===== config.mk =====
export PLATFORM = sky130hd
export DESIGN_NAME = dcdc_pwm_pair
export DESIGN_NICKNAME = d
export VERILOG_FILES = /design/src/rtl/dcdc_pwm_pkg.sv /design/src/rtl/pwm_slot_timer.sv /design/src/rtl/pwm_fb_sync.sv /design/src/rtl/pwm_channel.sv /design/src/rtl/dcdc_pwm_pair.sv
export SDC_FILE = /design/constraint.sdc
export NUM_CORES = 1
export LEC_CHECK = 0
export ABC_AREA = 1
export BUFFER_PORTS_ARGS = -buffer_cell sky130_fd_sc_hd__buf_2
export CORE_UTILIZATION = 53
export DETAILED_ROUTE_END_ITERATION = 6
export HOLD_SLACK_MARGIN = 0.05
export PLACE_DENSITY_LB_ADDON = 0.2
export SLEW_MARGIN = 10
export SYNTH_ARGS = -nofsm -noshare
export SYNTH_HDL_FRONTEND = slang
export SYNTH_SLANG_ARGS = --single-unit

===== constraint.sdc =====
create_clock -name clk -period 1.6 [get_ports clk]
set_input_delay 0.08 -clock clk [delete_from_list [all_inputs] [get_ports clk]]
set_output_delay 0.08 -clock clk [all_outputs]
set_load 0.02 [all_outputs]

===== src/rtl/dcdc_pwm_pkg.sv =====
package dcdc_pwm_pkg;
  localparam int SLOT_W = 4;
  localparam int SLOTS  = 1 << SLOT_W;

  typedef logic [SLOT_W-1:0] slot_t;

  // settings a channel holds for one whole period
  typedef struct packed {
    logic  en;
    logic  pol;
    logic  fb;
    slot_t duty;
  } ch_cfg_t;
endpackage


===== src/rtl/pwm_slot_timer.sv =====
module pwm_slot_timer
  import dcdc_pwm_pkg::*;
#(
  parameter int DIV_W = 16
) (
  input  logic             clk,
  input  logic             rst_n,
  input  logic [DIV_W-1:0] div_i,
  output logic             tick_o,
  output slot_t            slot_o,
  output logic             wrap_o
);
  logic [DIV_W-1:0] pre_q;
  logic [DIV_W-1:0] div_eff;
  slot_t            slot_q;

  // a zero divider behaves as one clock per slot
  assign div_eff = (div_i == '0) ? {{(DIV_W-1){1'b0}}, 1'b1} : div_i;
  // >= keeps the prescaler bounded when the divider shrinks mid-count
  assign tick_o  = (pre_q >= div_eff - 1'b1);
  assign wrap_o  = tick_o && (slot_q == slot_t'(SLOTS - 1));
  assign slot_o  = slot_q;

  always_ff @(posedge clk or negedge rst_n) begin
    if (!rst_n) begin
      pre_q  <= '0;
      slot_q <= '0;
    end else if (tick_o) begin
      pre_q  <= '0;
      slot_q <= slot_q + 1'b1;
    end else begin
      pre_q  <= pre_q + 1'b1;
    end
  end
endmodule


===== src/rtl/pwm_fb_sync.sv =====
module pwm_fb_sync #(
  parameter int W = 2
) (
  input  logic         clk,
  input  logic         rst_n,
  input  logic [W-1:0] async_i,
  output logic [W-1:0] sync_o
);
  logic [W-1:0] meta_q;
  logic [W-1:0] sync_q;

  always_ff @(posedge clk or negedge rst_n) begin
    if (!rst_n) begin
      meta_q <= '0;
      sync_q <= '0;
    end else begin
      meta_q <= async_i;
      sync_q <= meta_q;
    end
  end

  assign sync_o = sync_q;
endmodule


===== src/rtl/pwm_channel.sv =====
module pwm_channel
  import dcdc_pwm_pkg::*;
(
  input  logic    clk,
  input  logic    rst_n,
  input  logic    wrap_i,
  input  slot_t   slot_i,
  input  logic    en_i,
  input  logic    pol_i,
  input  slot_t   duty_i,
  input  logic    fb_i,
  output logic    drive_o,
  output ch_cfg_t cfg_o
);
  ch_cfg_t cfg_q;
  logic    active;
  logic    drive_q;

  // capture settings only at the period boundary
  always_ff @(posedge clk or negedge rst_n) begin
    if (!rst_n) begin
      cfg_q <= '0;
    end else if (wrap_i) begin
      cfg_q.en   <= en_i;
      cfg_q.pol  <= pol_i;
      cfg_q.fb   <= fb_i;
      cfg_q.duty <= duty_i;
    end
  end

  always_comb begin
    active = cfg_q.en && !cfg_q.fb && (cfg_q.duty != '0) && (slot_i < cfg_q.duty);
  end

  always_ff @(posedge clk or negedge rst_n) begin
    if (!rst_n) drive_q <= 1'b0;
    else        drive_q <= active ^ cfg_q.pol;
  end

  assign drive_o = drive_q;
  assign cfg_o   = cfg_q;
endmodule


===== src/rtl/dcdc_pwm_pair.sv =====
module dcdc_pwm_pair
  import dcdc_pwm_pkg::*;
#(
  parameter int NUM_CH = 2,
  parameter int DIV_W  = 16
) (
  input  logic                     clk,
  input  logic                     rst_n,
  input  logic [DIV_W-1:0]         slot_div,
  input  logic [NUM_CH-1:0]        ch_en,
  input  logic [NUM_CH*SLOT_W-1:0] ch_duty,
  input  logic [NUM_CH-1:0]        ch_pol,
  input  logic [NUM_CH-1:0]        fb_in,
  output logic [NUM_CH-1:0]        drive
);
  logic                     slot_tick;
  logic                     period_wrap;
  slot_t                    slot_idx;
  logic [NUM_CH-1:0]        fb_sync;
  logic [NUM_CH-1:0]        held_pol;
  logic [NUM_CH-1:0]        held_fb;
  logic [NUM_CH*SLOT_W-1:0] held_duty;

  pwm_slot_timer #(.DIV_W(DIV_W)) u_timer (
    .clk    (clk),
    .rst_n  (rst_n),
    .div_i  (slot_div),
    .tick_o (slot_tick),
    .slot_o (slot_idx),
    .wrap_o (period_wrap)
  );

  pwm_fb_sync #(.W(NUM_CH)) u_fbsync (
    .clk     (clk),
    .rst_n   (rst_n),
    .async_i (fb_in),
    .sync_o  (fb_sync)
  );

  for (genvar gi = 0; gi < NUM_CH; gi++) begin : g_ch
    ch_cfg_t cfg_w;
    pwm_channel u_ch (
      .clk     (clk),
      .rst_n   (rst_n),
      .wrap_i  (period_wrap),
      .slot_i  (slot_idx),
      .en_i    (ch_en[gi]),
      .pol_i   (ch_pol[gi]),
      .duty_i  (ch_duty[gi*SLOT_W +: SLOT_W]),
      .fb_i    (fb_sync[gi]),
      .drive_o (drive[gi]),
      .cfg_o   (cfg_w)
    );
    assign held_pol[gi]                   = cfg_w.pol;
    assign held_fb[gi]                    = cfg_w.fb;
    assign held_duty[gi*SLOT_W +: SLOT_W] = cfg_w.duty;
  end
endmodule


==> impl_metrics.env <==
export IMPL_timing_slew_headroom_pct=66.5
export IMPL_outcome="complete, but fails checks"
export IMPL_syn_to_final_growth_pct=49.1
export IMPL_rrSetupSlack_ns=-0.35
export IMPL_ys_seq_area_share_pct=36.7
export IMPL_vias=2963
export IMPL_holdCritPathClass="input port to async pin"
export IMPL_drtIter0Drc=343
export IMPL_worst_pin_slew_ns=0.503
export IMPL_powerDensity_mw_per_mm2=1010
export IMPL_synthArstFlopShare_pct=100
export IMPL_synth_edf_count=0
export IMPL_drt_wl_total_um=9300
export IMPL_syn_nets=401
export IMPL_place_area_sq_mm=0.00334
export IMPL_worstReg2RegStart="u_timer.pre_q[11]"
export IMPL_worstSetupStartpoint="slot_div[2]"
export IMPL_synthCells=344
export IMPL_wl_per_cell_um=17.7
export IMPL_hold_viol=0
export IMPL_yosysMostFrequentCell="nand2_1"
export IMPL_grt_ovfl_total=0
export IMPL_layout_setup_ws_ns=-0.953
export IMPL_cp_endpoint="u_timer.pre_q[11]"
export IMPL_synth_top_area_share_pct=36.7
export IMPL_design_area_sq_mm=0.00407
export IMPL_yosys_cell_types_count=25
export IMPL_swShare_pct=38.9
export IMPL_fp_dieW_um=73.8
export IMPL_drc=0
export IMPL_cp_required_ns=1.83
export IMPL_rr_worst_depth=8
export IMPL_p_total_mw=4.12
export IMPL_place_congestion=0.824
export IMPL_fin_nets=515
export IMPL_antenna_found_initial=0
export IMPL_die_h_um=73.8
export IMPL_yosys_warnings=0
export IMPL_p_int_mw=2.52
export IMPL_synth_top_cell_by_area="dfrtp_1"
export IMPL_netlist_area_sq_mm=0.00273
export IMPL_grt_max_degree=22
export IMPL_final_util_pct=83.9
export IMPL_fmax_mhz=392
export IMPL_track_usage_pct=28.8
export IMPL_clk_pin_slew_ns=0.09
export IMPL_start_util_pct=56.3
export IMPL_row_count=25
export IMPL_core_area_sq_mm=0.00485
export IMPL_clkPwrFrac_pct=21.9
export IMPL_skew_ns=0.0127
export IMPL_setup_worst_path_end_class="flop"
export IMPL_ys_ff_latch=40
export IMPL_p_sw_mw=1.61
export IMPL_synth_ff_type="dfrtp_1"
export IMPL_seqPwrFrac_pct=34.3
export IMPL_clock_path_buffers=2
export IMPL_violations="setup timing"
export IMPL_viasPerCell=5.63
export IMPL_p_leak_nw=2.06
export IMPL_cts_root_buffer="clkbuf_8"
export IMPL_clock_sinks=40
export IMPL_synth_area_per_cell_sq_um=7.93
export IMPL_ios=34
export IMPL_firstDrtPassIters=5
export IMPL_combPwrFrac_pct=43.8
export IMPL_grt_pass1_wl_um=11800
export IMPL_antenna_cells=0
export IMPL_peakVddDrop_v=0.000875
export IMPL_worstReg2RegEnd="u_timer.pre_q[11]"
export IMPL_synthTopCellsByCount="79 x nand2_1, 47 x inv_1, 40 x dfrtp_1, 39 x nor2_1, 27 x nand3_1"
export IMPL_ant_nets=0
export IMPL_rsz0062_at_grt="true"
export IMPL_arrival_ns=2.78
export IMPL_cts_htree_levels=2
export IMPL_synth_area_top_cells="dfrtp_1 37%, ha_1 11%, nand2_1 11%"
export IMPL_cts_made_buffers=5
export IMPL_port_buffers=33
export IMPL_crit_type="input port to flop"
export IMPL_grt_pass1_vias=2675
export IMPL_dieArea_sq_mm=0.00544
export IMPL_start_kind="input port"
export IMPL_setup_violations=34
export IMPL_dp_hpwl_um=4810
export IMPL_critPathMaxFanout=6
export IMPL_fin_crit_sh_pct=160
export IMPL_period_needed_ns=2.55
export IMPL_clkLatencyLatePin_ns=0.32
export IMPL_cap_violations=0
export IMPL_final_layout_size_suffix_gt1_share_pct=37.7
export IMPL_slew_violations=0
export IMPL_tritoncts="yes"
==> per-stage QoR <==
stage / cells / setup TNS (ns) / setup slack [ns] / hold WS (ns)
detailed placement: 488 / -31.73 / -0.973 / 0.0766
global route: 526 / -33.01 / -1.04 / 0.321
CTS: 521 / -20.15 / -0.635 / 0.290
floorplan: 344 / -23.46 / -0.750 / -0.216
finish: 526 / -29.83 / -0.953 / 0.270
global placement: 488 / -29.73 / -0.906 / 0.0673
==> worst min path at each step <==
stage / endpoint / slack (ns) / startpoint / depth (start not counted)
after floorplan: g_ch[0].u_ch.cfg_o[0] / -0.22 / rst_n / 0
after global placement: g_ch[1].u_ch.drive_o / 0.07 / rst_n / 1
after detailed placement: g_ch[1].u_ch.drive_o / 0.08 / rst_n / 1
after CTS: g_ch[0].u_ch.cfg_o[6] / 0.29 / rst_n / 2
after global routing: g_ch[0].u_ch.cfg_o[6] / 0.32 / rst_n / 2
final: g_ch[0].u_ch.cfg_o[6] / 0.27 / rst_n / 2
==> registers in the layout (all words and copies together) (netlist names) <==
name               flops
g_ch.u_ch.cfg_o       14
g_ch.u_ch.drive_o      2
u_fbsync.meta_q        2
u_fbsync.sync_o        2
u_timer.pre_q         16
u_timer.slot_o         4
==> final cells by class <==
| type | count | area [sq um] |
|---|---|---|
| Clock inverter | 2 | 38.8 |
| Inverter | 48 | 185 |
| Tap cell | 67 | 83.8 |
| Timing Repair Buffer | 112 | 940 |
| Sequential cell | 40 | 1000 |
| Clock buffer | 6 | 82.6 |
| Fill cell | 260 | 781 |
| Multi-Input combinational cell | 251 | 1740 |
==> power groups by stage <==
stage	logic (mW)	clock network (mW)	registers (mW)
after global placement	1.30	0	1.41
after detailed placement	1.38	0	1.41
after CTS	1.50	0.892	1.39
after floorplan	0.860	0	1.40
after global routing	1.96	0.949	1.43
final	1.80	0.904	1.41
==> kinds of logic after synthesis <==
logic type / synth area share (%)
XOR/XNOR: 7.06
AND/OR/NAND/NOR: 32.6
buffers and inverters: 8.80
adder cells (fa/ha/maj): 11.5
flip-flops: 36.7
AO/OA/AOI/OAI: 3.35
==> layout by cell type (no fill, tap or decap), drive strengths merged <==
master	netlist	layout
buf	6	96
nand2	83	85
inv	48	48
nor2	47	47
dfrtp	40	40
nand3	30	30
ha	25	25
xor2	15	15
dlygate4sd3	0	15
nor3	13	13
nand4	12	12
a21oi	10	10
xnor2	7	7
clkbuf	1	7
o21ai	5	5
a31o	1	1
a21o	1	1
bufinv	0	1
clkinv	0	1
==> routing by layer <==
metal  wire (um)  vias up  global-route usage, %
li1            -     1334                      -
met1        3410     1403                   35.8
met2        4730      179                   49.4
met3         733       47                   5.35
met4         425        0                   10.7
met5           0        -                      0
==> worst max-delay path: stages <==
cell and delay [ns]:
buf_8 0.08, inv_4 0.04, nand2_4 0.07, nor3_4 0.04, nand3_2 0.08, nand2_2 0.07, inv_2 0.08, ha_4 0.15
nand3_4 0.07, nor3_4 0.25, nand2_1 0.13, nor2_1 0.17, xor2_1 0.17, inv_1 0.07, ha_1 0.30, nand4_1 0.15
a21oi_2 0.07, nor2_4 0.20, nand2_8 0.14, inv_2 0.13, nand2_1 0.08, nor2_1 0.15
==> what timing repair did <==
item,4_1_cts,5_1_grt
resized for setup,31,46
cloned,2,1
pin swaps,8,28
buffers inserted,8,4
endpoints found under the setup margin,34,34
hold buffers,15,0
hold endpoints to repair,34,0
No activity file was read; power rests on OpenSTA's default activity.
